$ cat src/rtl/mesif_pkg.sv
package mesif_pkg;
  typedef enum logic [2:0] {
    ST_I = 3'd0,
    ST_S = 3'd1,
    ST_E = 3'd2,
    ST_F = 3'd3,
    ST_M = 3'd4
  } cstate_e;

  typedef enum logic [1:0] {
    OP_NOP = 2'd0,
    OP_RD  = 2'd1,
    OP_WR  = 2'd2,
    OP_INV = 2'd3
  } op_e;

  typedef enum logic [1:0] {
    SRC_NONE = 2'd0,
    SRC_MEM  = 2'd1,
    SRC_PEER = 2'd2
  } src_e;
endpackage

$ cat src/rtl/mesif_arb.sv
module mesif_arb #(
  parameter int N = 4,
  localparam int IW = (N > 1) ? $clog2(N) : 1
) (
  input  logic [N-1:0]  req,
  output logic [N-1:0]  gnt,
  output logic [IW-1:0] win,
  output logic          any
);
  // lowest index wins: scan downward so the last hit is the smallest
  always_comb begin
    gnt = '0;
    win = '0;
    any = |req;
    for (int i = N - 1; i >= 0; i--) begin
      if (req[i]) win = IW'(i);
    end
    if (any) gnt[win] = 1'b1;
  end
endmodule

$ cat src/rtl/mesif_resolve.sv
module mesif_resolve
  import mesif_pkg::*;
#(
  parameter int N = 4,
  localparam int IW = (N > 1) ? $clog2(N) : 1,
  localparam int SW = 3
) (
  input  logic [N*SW-1:0] cur,
  input  logic [IW-1:0]   rid,
  input  logic [1:0]      op,
  output logic [N*SW-1:0] nxt,
  output logic [1:0]      kind,
  output logic [IW-1:0]   sid,
  output logic            wb
);
  logic [SW-1:0] own;
  logic          m_hit, e_hit, f_hit, s_hit;
  logic [IW-1:0] m_id, e_id, f_id;

  // summary of the other caches' copies
  always_comb begin
    own   = cur[rid*SW +: SW];
    m_hit = 1'b0; e_hit = 1'b0; f_hit = 1'b0; s_hit = 1'b0;
    m_id  = '0;   e_id  = '0;   f_id  = '0;
    for (int i = 0; i < N; i++) begin
      if (IW'(i) != rid) begin
        case (cur[i*SW +: SW])
          ST_M:    begin m_hit = 1'b1; m_id = IW'(i); end
          ST_E:    begin e_hit = 1'b1; e_id = IW'(i); end
          ST_F:    begin f_hit = 1'b1; f_id = IW'(i); end
          ST_S:    s_hit = 1'b1;
          default: ;
        endcase
      end
    end
  end

  always_comb begin
    nxt  = cur;
    kind = SRC_NONE;
    sid  = '0;
    wb   = 1'b0;
    case (op)
      OP_RD: begin
        if (own == ST_I) begin
          nxt[rid*SW +: SW] = ST_F;
          kind = SRC_PEER;
          if (m_hit) begin
            sid = m_id; wb = 1'b1; nxt[m_id*SW +: SW] = ST_S;
          end else if (e_hit) begin
            sid = e_id; nxt[e_id*SW +: SW] = ST_S;
          end else if (f_hit) begin
            sid = f_id; nxt[f_id*SW +: SW] = ST_S;
          end else begin
            kind = SRC_MEM;
            if (!s_hit) nxt[rid*SW +: SW] = ST_E;
          end
        end
      end
      OP_WR: begin
        for (int i = 0; i < N; i++) nxt[i*SW +: SW] = ST_I;
        nxt[rid*SW +: SW] = ST_M;
        if (own == ST_I) begin
          kind = SRC_PEER;
          if (m_hit) begin
            sid = m_id; wb = 1'b1;
          end else if (f_hit) begin
            sid = f_id;
          end else if (e_hit) begin
            sid = e_id;
          end else begin
            kind = SRC_MEM;
          end
        end
      end
      OP_INV: begin
        nxt[rid*SW +: SW] = ST_I;
        wb = (own == ST_M);
      end
      default: ;
    endcase
  end
endmodule

$ cat src/rtl/mesif_line_reg.sv
module mesif_line_reg #(
  parameter int W = 12
) (
  input  logic         clk,
  input  logic         rst_n,
  input  logic         en,
  input  logic [W-1:0] d,
  output logic [W-1:0] q
);
  always_ff @(posedge clk or negedge rst_n) begin
    if (!rst_n)  q <= '0;
    else if (en) q <= d;
  end
endmodule

$ cat src/rtl/mesif_coherence.sv
module mesif_coherence
  import mesif_pkg::*;
#(
  parameter int NCACHE = 4,
  parameter int NLINE  = 4,
  localparam int IDW = (NCACHE > 1) ? $clog2(NCACHE) : 1,
  localparam int LW  = (NLINE > 1) ? $clog2(NLINE) : 1,
  localparam int SW  = 3,
  localparam int VW  = NCACHE * SW
) (
  input  logic                      clk,
  input  logic                      rst_n,
  input  logic [NCACHE-1:0]         req_vld,
  input  logic [NCACHE*2-1:0]       req_op,
  input  logic [NCACHE*LW-1:0]      req_line,
  output logic [NCACHE-1:0]         gnt,
  output logic                      done,
  output logic [1:0]                src_kind,
  output logic [IDW-1:0]            src_id,
  output logic                      wb_strobe,
  output logic [NLINE*VW-1:0]       st_all
);
  logic [1:0]              rsync_q;
  logic                    rst_i_n;
  logic [IDW-1:0]          win_id;
  logic                    win_any;
  logic [1:0]              sel_op;
  logic [LW-1:0]           sel_line;
  logic [NLINE-1:0][VW-1:0] st_q;
  logic [VW-1:0]           cur_v, nxt_v;
  logic [1:0]              res_kind;
  logic [IDW-1:0]          res_id;
  logic                    res_wb;
  logic                    done_d, wb_d;
  logic [1:0]              kind_d;
  logic [IDW-1:0]          id_d;

  // reset: asserted at once, released on the second edge
  always_ff @(posedge clk or negedge rst_n) begin
    if (!rst_n) rsync_q <= '0;
    else        rsync_q <= {rsync_q[0], 1'b1};
  end
  assign rst_i_n = rsync_q[1];

  mesif_arb #(.N(NCACHE)) u_arb (
    .req (req_vld & {NCACHE{rst_i_n}}),
    .gnt (gnt),
    .win (win_id),
    .any (win_any)
  );

  always_comb begin
    sel_op   = req_op[win_id*2 +: 2];
    sel_line = req_line[win_id*LW +: LW];
    cur_v    = st_q[sel_line];
  end

  mesif_resolve #(.N(NCACHE)) u_res (
    .cur  (cur_v),
    .rid  (win_id),
    .op   (sel_op),
    .nxt  (nxt_v),
    .kind (res_kind),
    .sid  (res_id),
    .wb   (res_wb)
  );

  for (genvar l = 0; l < NLINE; l++) begin : g_line
    logic line_en;
    assign line_en = win_any && (sel_line == LW'(l));
    mesif_line_reg #(.W(VW)) u_reg (
      .clk   (clk),
      .rst_n (rst_i_n),
      .en    (line_en),
      .d     (nxt_v),
      .q     (st_q[l])
    );
  end

  assign st_all = st_q;

  // result next-state
  always_comb begin
    done_d = win_any;
    kind_d = win_any ? res_kind : SRC_NONE;
    id_d   = win_any ? res_id   : '0;
    wb_d   = win_any && res_wb;
  end

  // result register
  always_ff @(posedge clk or negedge rst_i_n) begin
    if (!rst_i_n) begin
      done      <= 1'b0;
      src_kind  <= '0;
      src_id    <= '0;
      wb_strobe <= 1'b0;
    end else begin
      done      <= done_d;
      src_kind  <= kind_d;
      src_id    <= id_d;
      wb_strobe <= wb_d;
    end
  end
endmodule

$ cat config.mk
export PLATFORM = sky130hd
export DESIGN_NAME = mesif_coherence
export DESIGN_NICKNAME = d
export VERILOG_FILES = /design/src/rtl/mesif_pkg.sv /design/src/rtl/mesif_arb.sv /design/src/rtl/mesif_resolve.sv /design/src/rtl/mesif_line_reg.sv /design/src/rtl/mesif_coherence.sv
export SDC_FILE = /design/constraint.sdc
export NUM_CORES = 1
export LEC_CHECK = 0
export ABC_AREA = 0
export BUFFER_PORTS_ARGS = -buffer_cell sky130_fd_sc_hd__buf_4
export CAP_MARGIN = 10
export CELL_PAD_IN_SITES_DETAIL_PLACEMENT = 1
export CELL_PAD_IN_SITES_GLOBAL_PLACEMENT = 2
export CORE_MARGIN = 2
export CORE_UTILIZATION = 34
export DETAILED_ROUTE_END_ITERATION = 7
export PLACE_DENSITY_LB_ADDON = 0.1
export SLEW_MARGIN = 0
export SYNTH_ARGS = -nofsm -noshare
export SYNTH_HDL_FRONTEND = slang
export SYNTH_SLANG_ARGS = --single-unit
$ cat constraint.sdc
create_clock -name clk -period 3.55 [get_ports clk]
set_input_delay 0.71 -clock clk [delete_from_list [all_inputs] [get_ports clk]]
set_output_delay 0.71 -clock clk [all_outputs]
set_load 0.05 [all_outputs]
* Yosys cells after proc, flatten, opt, wreduce, memory -nomap -nowiden *
Cells that the tools add are included.

storage, ports and cells
  register bits after elaboration = 56
  input port bits = 22
  word-level logic and storage cells = 167

operators by class
  add/subtract/negate cells = 4
  multiply operators = 4
  magnitude comparators = 3
  equality and inequality tests = 26
  shifts and indexed selects = 14
  muxes and demuxes = 94
  bitwise gates (word level) = 2
  reductions and logical operators = 11

operators by type and width
  kind                                                         number
  indexed part select 3 x 34 -> 12 bit (first input constant)  7
  negator 4 -> 34 bit                                          4
  variable shift 3 x 34 -> 12 bit (first input constant)       4
  two-way mux 2 bit                                            37
  bitwise mux 12 bit                                           6
  two-way mux 12 bit                                           6
  two-way mux 1 bit                                            38
  one-hot mux 12 bit (3 select lines)                          1
  binary-select mux 12 bit (select 2 bit)                      1
  == test 3 x 2 -> 1 bit (second input constant)               8
  multiplier 2 x 2 -> 4 bit (second input constant)            4
  indexed part select 8 x 4 -> 2 bit                           2
  == test 3 bit (second input constant)                        5
  bitwise AND 12 bit                                           1
  == test 3 x 1 -> 1 bit (second input constant)               4
  indexed part select 12 x 5 -> 3 bit                          1
  == test 2 bit (second input constant)                        4
  one-hot mux 2 bit (2 select lines)                           2
  logical AND 1 bit                                            6
  less-than comparator 2 x 3 -> 1 bit (second input constant)  2
  bitwise AND 4 bit                                            1
  == test 2 x 1 -> 1 bit (second input constant)               2
  two-way mux 4 bit                                            1
  != test 2 bit (first input constant)                         2
  9 further kinds                                              9

* Longest topological paths before layout *
  depth in word-level cells = 24
  gate-level depth with buffers = 14
  depth with buffers taken out = 12

* Cells and area by module *
From an unflattened synthesis, not the netlist that was laid out.

unflattened totals
  cell total of the unflattened synthesis = 362
  area, all modules = 3966.3 µm²

by module, submodules not included
  module           instances  cells an instance  area an instance (µm²)  seq. area each (µm²)
  mesif_line_reg   4          25                 484.2                   300.3
  mesif_resolve    1          183                1151.1                  0.0
  mesif_coherence  1          68                 818.3                   200.2
  mesif_arb        1          11                 60.1                    0.0

* Worst setup path before layout *
OpenSTA, ideal clock, no wires.

  kind = register to register
  from = register rsync_q[1]
  to = register g_line[0].u_reg.q[7]
  data arrival time = 4.363 ns
  setup slack = -0.938 ns
  stages on the path, launching flop included = 13
  clock period less this slack = 4.488 ns
  cell sequence = dfrtp_1 > or4bb_1 > o211a_1 > buf_6 > nand2_8 > mux4_2 > o22ai_2 > a221oi_2 > or3_1 > buf_4 > a21oi_1 > o311ai_2 > mux2_2

on the way
  longest elaborated chain between the ends = 24
  elaborated cells between the ends (all ways) = 119
  classes of those cells = add/sub: 4; mul: 4; eq/ne: 22; shift: 14; mux: 68; bitwise: 2; reduce/logical: 5

ends and longest elaborated chain
  item                                                                                     RTL line               text
  start: declaration                                                                       mesif_coherence.sv:23  logic [1:0] rsync_q;
  start signal: assignment                                                                 mesif_coherence.sv:41  else rsync_q <= {rsync_q[0], 1'b1};
  bitwise AND 4 bit (*)                                                                    mesif_coherence.sv:46  .req (req_vld & {NCACHE{rst_i_n}}),
  two-way mux 2 bit (4 in a row)                                                           mesif_arb.sv:16        if (req[i]) win = IW'(i);
  indexed part select 8 x 4 -> 2 bit                                                       mesif_coherence.sv:54  sel_line = req_line[win_id*LW +: LW];
  binary-select mux 12 bit (select 2 bit)                                                  mesif_coherence.sv:55  cur_v = st_q[sel_line];
  two-way mux 12 bit (implied by the code)                                                 mesif_coherence.sv:55
  == test 3 x 2 -> 1 bit                                                                   mesif_resolve.sv:27    case (cur[i*SW +: SW])
  two-way mux 1 bit                                                                        mesif_resolve.sv:27
  two-way mux 2 bit                                                                        mesif_resolve.sv:26    if (IW'(i) != rid) begin
  (+5 left out)                                                                            -
  negator 4 -> 34 bit                                                                      mesif_resolve.sv:53    sid = f_id; nxt[f_id*SW +: SW] = ST_S;
  indexed part select 3 x 34 -> 12 bit or variable shift 3 x 34 -> 12 bit (tied branches)  mesif_resolve.sv:53
  bitwise mux 12 bit                                                                       mesif_resolve.sv:53
  two-way mux 12 bit                                                                       mesif_resolve.sv:52    end else if (f_hit) begin
  two-way mux 12 bit                                                                       mesif_resolve.sv:50    end else if (e_hit) begin
  two-way mux 12 bit                                                                       mesif_resolve.sv:48    if (m_hit) begin
  two-way mux 12 bit                                                                       mesif_resolve.sv:45    if (own == ST_I) begin
  one-hot mux 12 bit (3 select lines)                                                      mesif_resolve.sv:43    case (op)
  end signal: assignment                                                                   mesif_line_reg.sv:11   if (!rst_n) q <= '0;
  end signal: assignment                                                                   mesif_line_reg.sv:12   else if (en) q <= d;
  end: declaration                                                                         mesif_line_reg.sv:8    output logic [W-1:0] q

Every way passes the cells marked *; elsewhere a longest branch is shown, timed or not. The select of a mux whose other input is x is not followed.
A chain may end at the register's enable or synchronous reset.

* Worst setup path after layout *
  from = input req_line[2]
  to = register g_line[1].u_reg.q[0]

on the way
  longest elaborated chain between the ends = 19
  elaborated cells between the ends (all ways) = 97
  classes of those cells = add/sub: 3; mul: 3; eq/ne: 17; shift: 8; mux: 64; reduce/logical: 2

ends and longest elaborated chain
  item                                                                                     RTL line               text
  start: declaration                                                                       mesif_coherence.sv:15  input logic [NCACHE*LW-1:0] req_line,
  indexed part select 8 x 4 -> 2 bit (*)                                                   mesif_coherence.sv:54
  binary-select mux 12 bit (select 2 bit)                                                  mesif_coherence.sv:55
  two-way mux 12 bit (implied by the code)                                                 mesif_coherence.sv:55
  == test 3 x 2 -> 1 bit                                                                   mesif_resolve.sv:27
  two-way mux 1 bit                                                                        mesif_resolve.sv:27
  two-way mux 2 bit                                                                        mesif_resolve.sv:26
  two-way mux 2 bit                                                                        mesif_resolve.sv:27
  two-way mux 2 bit                                                                        mesif_resolve.sv:26
  (+3 left out)                                                                            -
  negator 4 -> 34 bit                                                                      mesif_resolve.sv:53
  indexed part select 3 x 34 -> 12 bit or variable shift 3 x 34 -> 12 bit (tied branches)  mesif_resolve.sv:53
  bitwise mux 12 bit                                                                       mesif_resolve.sv:53
  two-way mux 12 bit                                                                       mesif_resolve.sv:52
  two-way mux 12 bit                                                                       mesif_resolve.sv:50
  two-way mux 12 bit                                                                       mesif_resolve.sv:48
  two-way mux 12 bit                                                                       mesif_resolve.sv:45
  one-hot mux 12 bit (3 select lines)                                                      mesif_resolve.sv:43
  end signal: assignment                                                                   mesif_line_reg.sv:11
  end signal: assignment                                                                   mesif_line_reg.sv:12
  end: declaration                                                                         mesif_line_reg.sv:8

Marks and branches as above.

==> run metrics <==
min cycle time layout about 3500 ps; startpoint types input pin; Yosys top cell area share 29.8%; Max Fanout on Critical Path 4; Pleak 2.97 nW; layout cells sized above 1 39.7%; Global Route Usage Sum 28.9%; Core Footprint 13400 sq um; port bufs 79; Iteration-0 DRC Markers between 300 and 400; Synth area leader dfrtp_1; Setup CP Type in2reg; area of the multi-input gates 3290 sq um; DRC errors left 0; PwrDens 684 nW/um^2; RR Startpoint rsync_q[1]$_DFF_PN0_; worst-margin pin slew 613 ps; CTS sink count 56; hold slack 177 ps; WL per Instance around 23 microns; Period Utilization, post-route 99.1%; Clock Path Buffers 2; Worst Setup End Kind flop; Synth Cell Area 4710 sq um; pins over their slew limit 0; Max IR drop VDD 0.000407 V; die area 14800 sq um; clk_skew 7.20 ps; outcome complete, no violations; syn nets 573; maxcap violations 0; Starting Density 35.1%; first-pass iteration count of the detailed router 7; most common cell after layout, fill and taps aside buf_4; vias in the first global route between 5000 and 6000; Worst EP arrival 3720 ps; Worst Path Required 3750 ps; total number of vias 5388; Worst slew margin 59.1%; hold crit path type in2async; global-route wire length before repair 32.5 mm; Post-synth EDFFs 0; Horiz. Die Dim 122 microns; H-tree depth 2; initial antenna violation count 0; ys flop type dfrtp_1; Placed Area 6290 sq um; Final #Nets 753; setup violators final 0; fill count 1587; final WL 21.2 mm; Fmax 0.284 GHz; total grt overflow 0; Pwr Total 0.00461 W; synthesis warning total 0; Post-synth ARST share 100%; register area 1410 sq um; area delta synth->final 43.0%; flops & latches, synth 56; # rows 42; Mean Syn Cell Area 8.61 sq um; gp weighted congestion ~0.98; worst-skew pair later-pin latency approximately 310 ps; ant diodes 0; setup TNS 0 ps; Critical path origin req_line[2]; Gate Count Post-Synth 547; Vert. Die Dim 122 microns; Detail Route Antenna Nets 0; RSZ-0062 raised after global routing true; Area contributors post-synth dfrtp_1 (30%), mux2_2 (5.3%), mux2i_1 (4.9%), nor2_1 (4.8%), nand2_1 (3.5%); Hold Fails Final Rpt 0; Synth cell types 82; Num CTS Buffers 5; io pins 80; Finished Cell Area slightly below 7000 sq um; vias per inst 5.96; clk root buf clkbuf_16; Core Util, Final 50.3%; clock-pin slew on the worst setup and hold paths 80 ps; CTS tree done; sequential cell area fraction in the yosys report 29.8%; commonest cells after routing, fill and taps aside buf_4 (187), nor2_1 (58), dfrtp_1 (55); DP HPWL 16.2 mm; largest net degree at the start of global routing 47
[cells by family after synthesis]
| family | synth area share, % |
|---|---|
| and+or+nand+nor | 26.0 |
| AOI/OAI and AO/OA | 26.5 |
| DFF | 29.8 |
| muxes | 11.8 |
| buffers and inverters | 4.76 |
| adders and majority gates | 1.06 |
| other | 0.0796 |
[metal layers]
metal,track usage [%],part of all wire (%),up-vias
met2,46.8,47,164
met4,9.27,2.3,0
met3,4.17,5.5,33
met1,39.9,45,2748
met5,0,0,-
li1,-,-,2443
[per-stage QoR]
step	cells	setup WS (ps)
final	904	32.7
after global routing	904	-62.9
after detailed placement	886	-399
after CTS	899	-6.87
after floorplan	547	3.64
after global placement	886	-331
[Yosys cell counts (5+ instances only)]
library cell,n
a21o_1,6
a21oi_1,29
a22oi_1,5
a31oi_1,11
a41oi_1,7
buf_2,8
clkbuf_1,11
dfrtp_1,56
inv_1,19
mux2_2,22
mux2i_1,23
nand2_1,44
nand2b_1,12
nand3_1,21
nand3b_1,7
nand4_1,5
nor2_1,60
nor2b_1,6
nor3_1,11
nor3b_1,19
o211ai_1,6
o21ai_0,26
o21ai_1,10
o22a_1,11
o31ai_1,6
[worst paths after layout]
check	cells after the start	slack [ps]	to
worst max register to register	12	50	g_line[1].u_reg.q[0]$_DFFE_PN0P_
worst min register to register	1	310	src_kind[0]$_DFF_PN0_
min in group clk	0	370	rsync_q[1]$_DFF_PN0_
max in group asynchronous	1	2630	g_line[1].u_reg.q[3]$_DFFE_PN0P_
worst max-delay path	13	30	g_line[1].u_reg.q[0]$_DFFE_PN0P_
worst min-delay path	1	180	rsync_q[1]$_DFF_PN0_
[flip-flops by register name, summed over array words and instances (netlist names)]
name            cells
src_kind            2
src_id              2
g_line.u_reg.q     48
rsync_q             2
wb_strobe           1
done                1
[cell type report]
| cell class | count | area share [%] |
|---|---|---|
| Clock inverter | 2 | 0.204 |
| Clock buffer | 6 | 2.06 |
| Inverter | 19 | 1.06 |
| Sequential cell | 56 | 20.9 |
| Tap cell | 176 | 3.27 |
| Multi-Input combinational cell | 446 | 48.8 |
| Timing Repair Buffer | 199 | 23.7 |
[power breakdown]
group	total [W]	leakage, nW	switching [W]	internal (W)
clock network	0.000548	0.0772	0.000265	0.000284
registers	0.00119	0.702	0.000382	0.000813
logic	0.00286	2.19	0.00171	0.00115
[critical path, cell delays in order]
cell,delay [ps]
buf_6,90
or4bb_4,550
o211a_4,200
nand2_4,130
mux4_2,580
o22ai_4,180
a221oi_4,70
buf_4,160
o31ai_1,440
a21oi_1,130
a21oi_1,220
buf_4,180
o21ai_1,60
[what timing repair did]
item / 4_1_cts / 5_1_grt
cloned: 0 / 1
gates resized for setup: 7 / 34
setup buffers: 5 / 4
setup endpoints to repair: 34 / 44
hold buffers: 0 / 0
pin swaps: 8 / 16
Power figures use the tool's default switching activity.
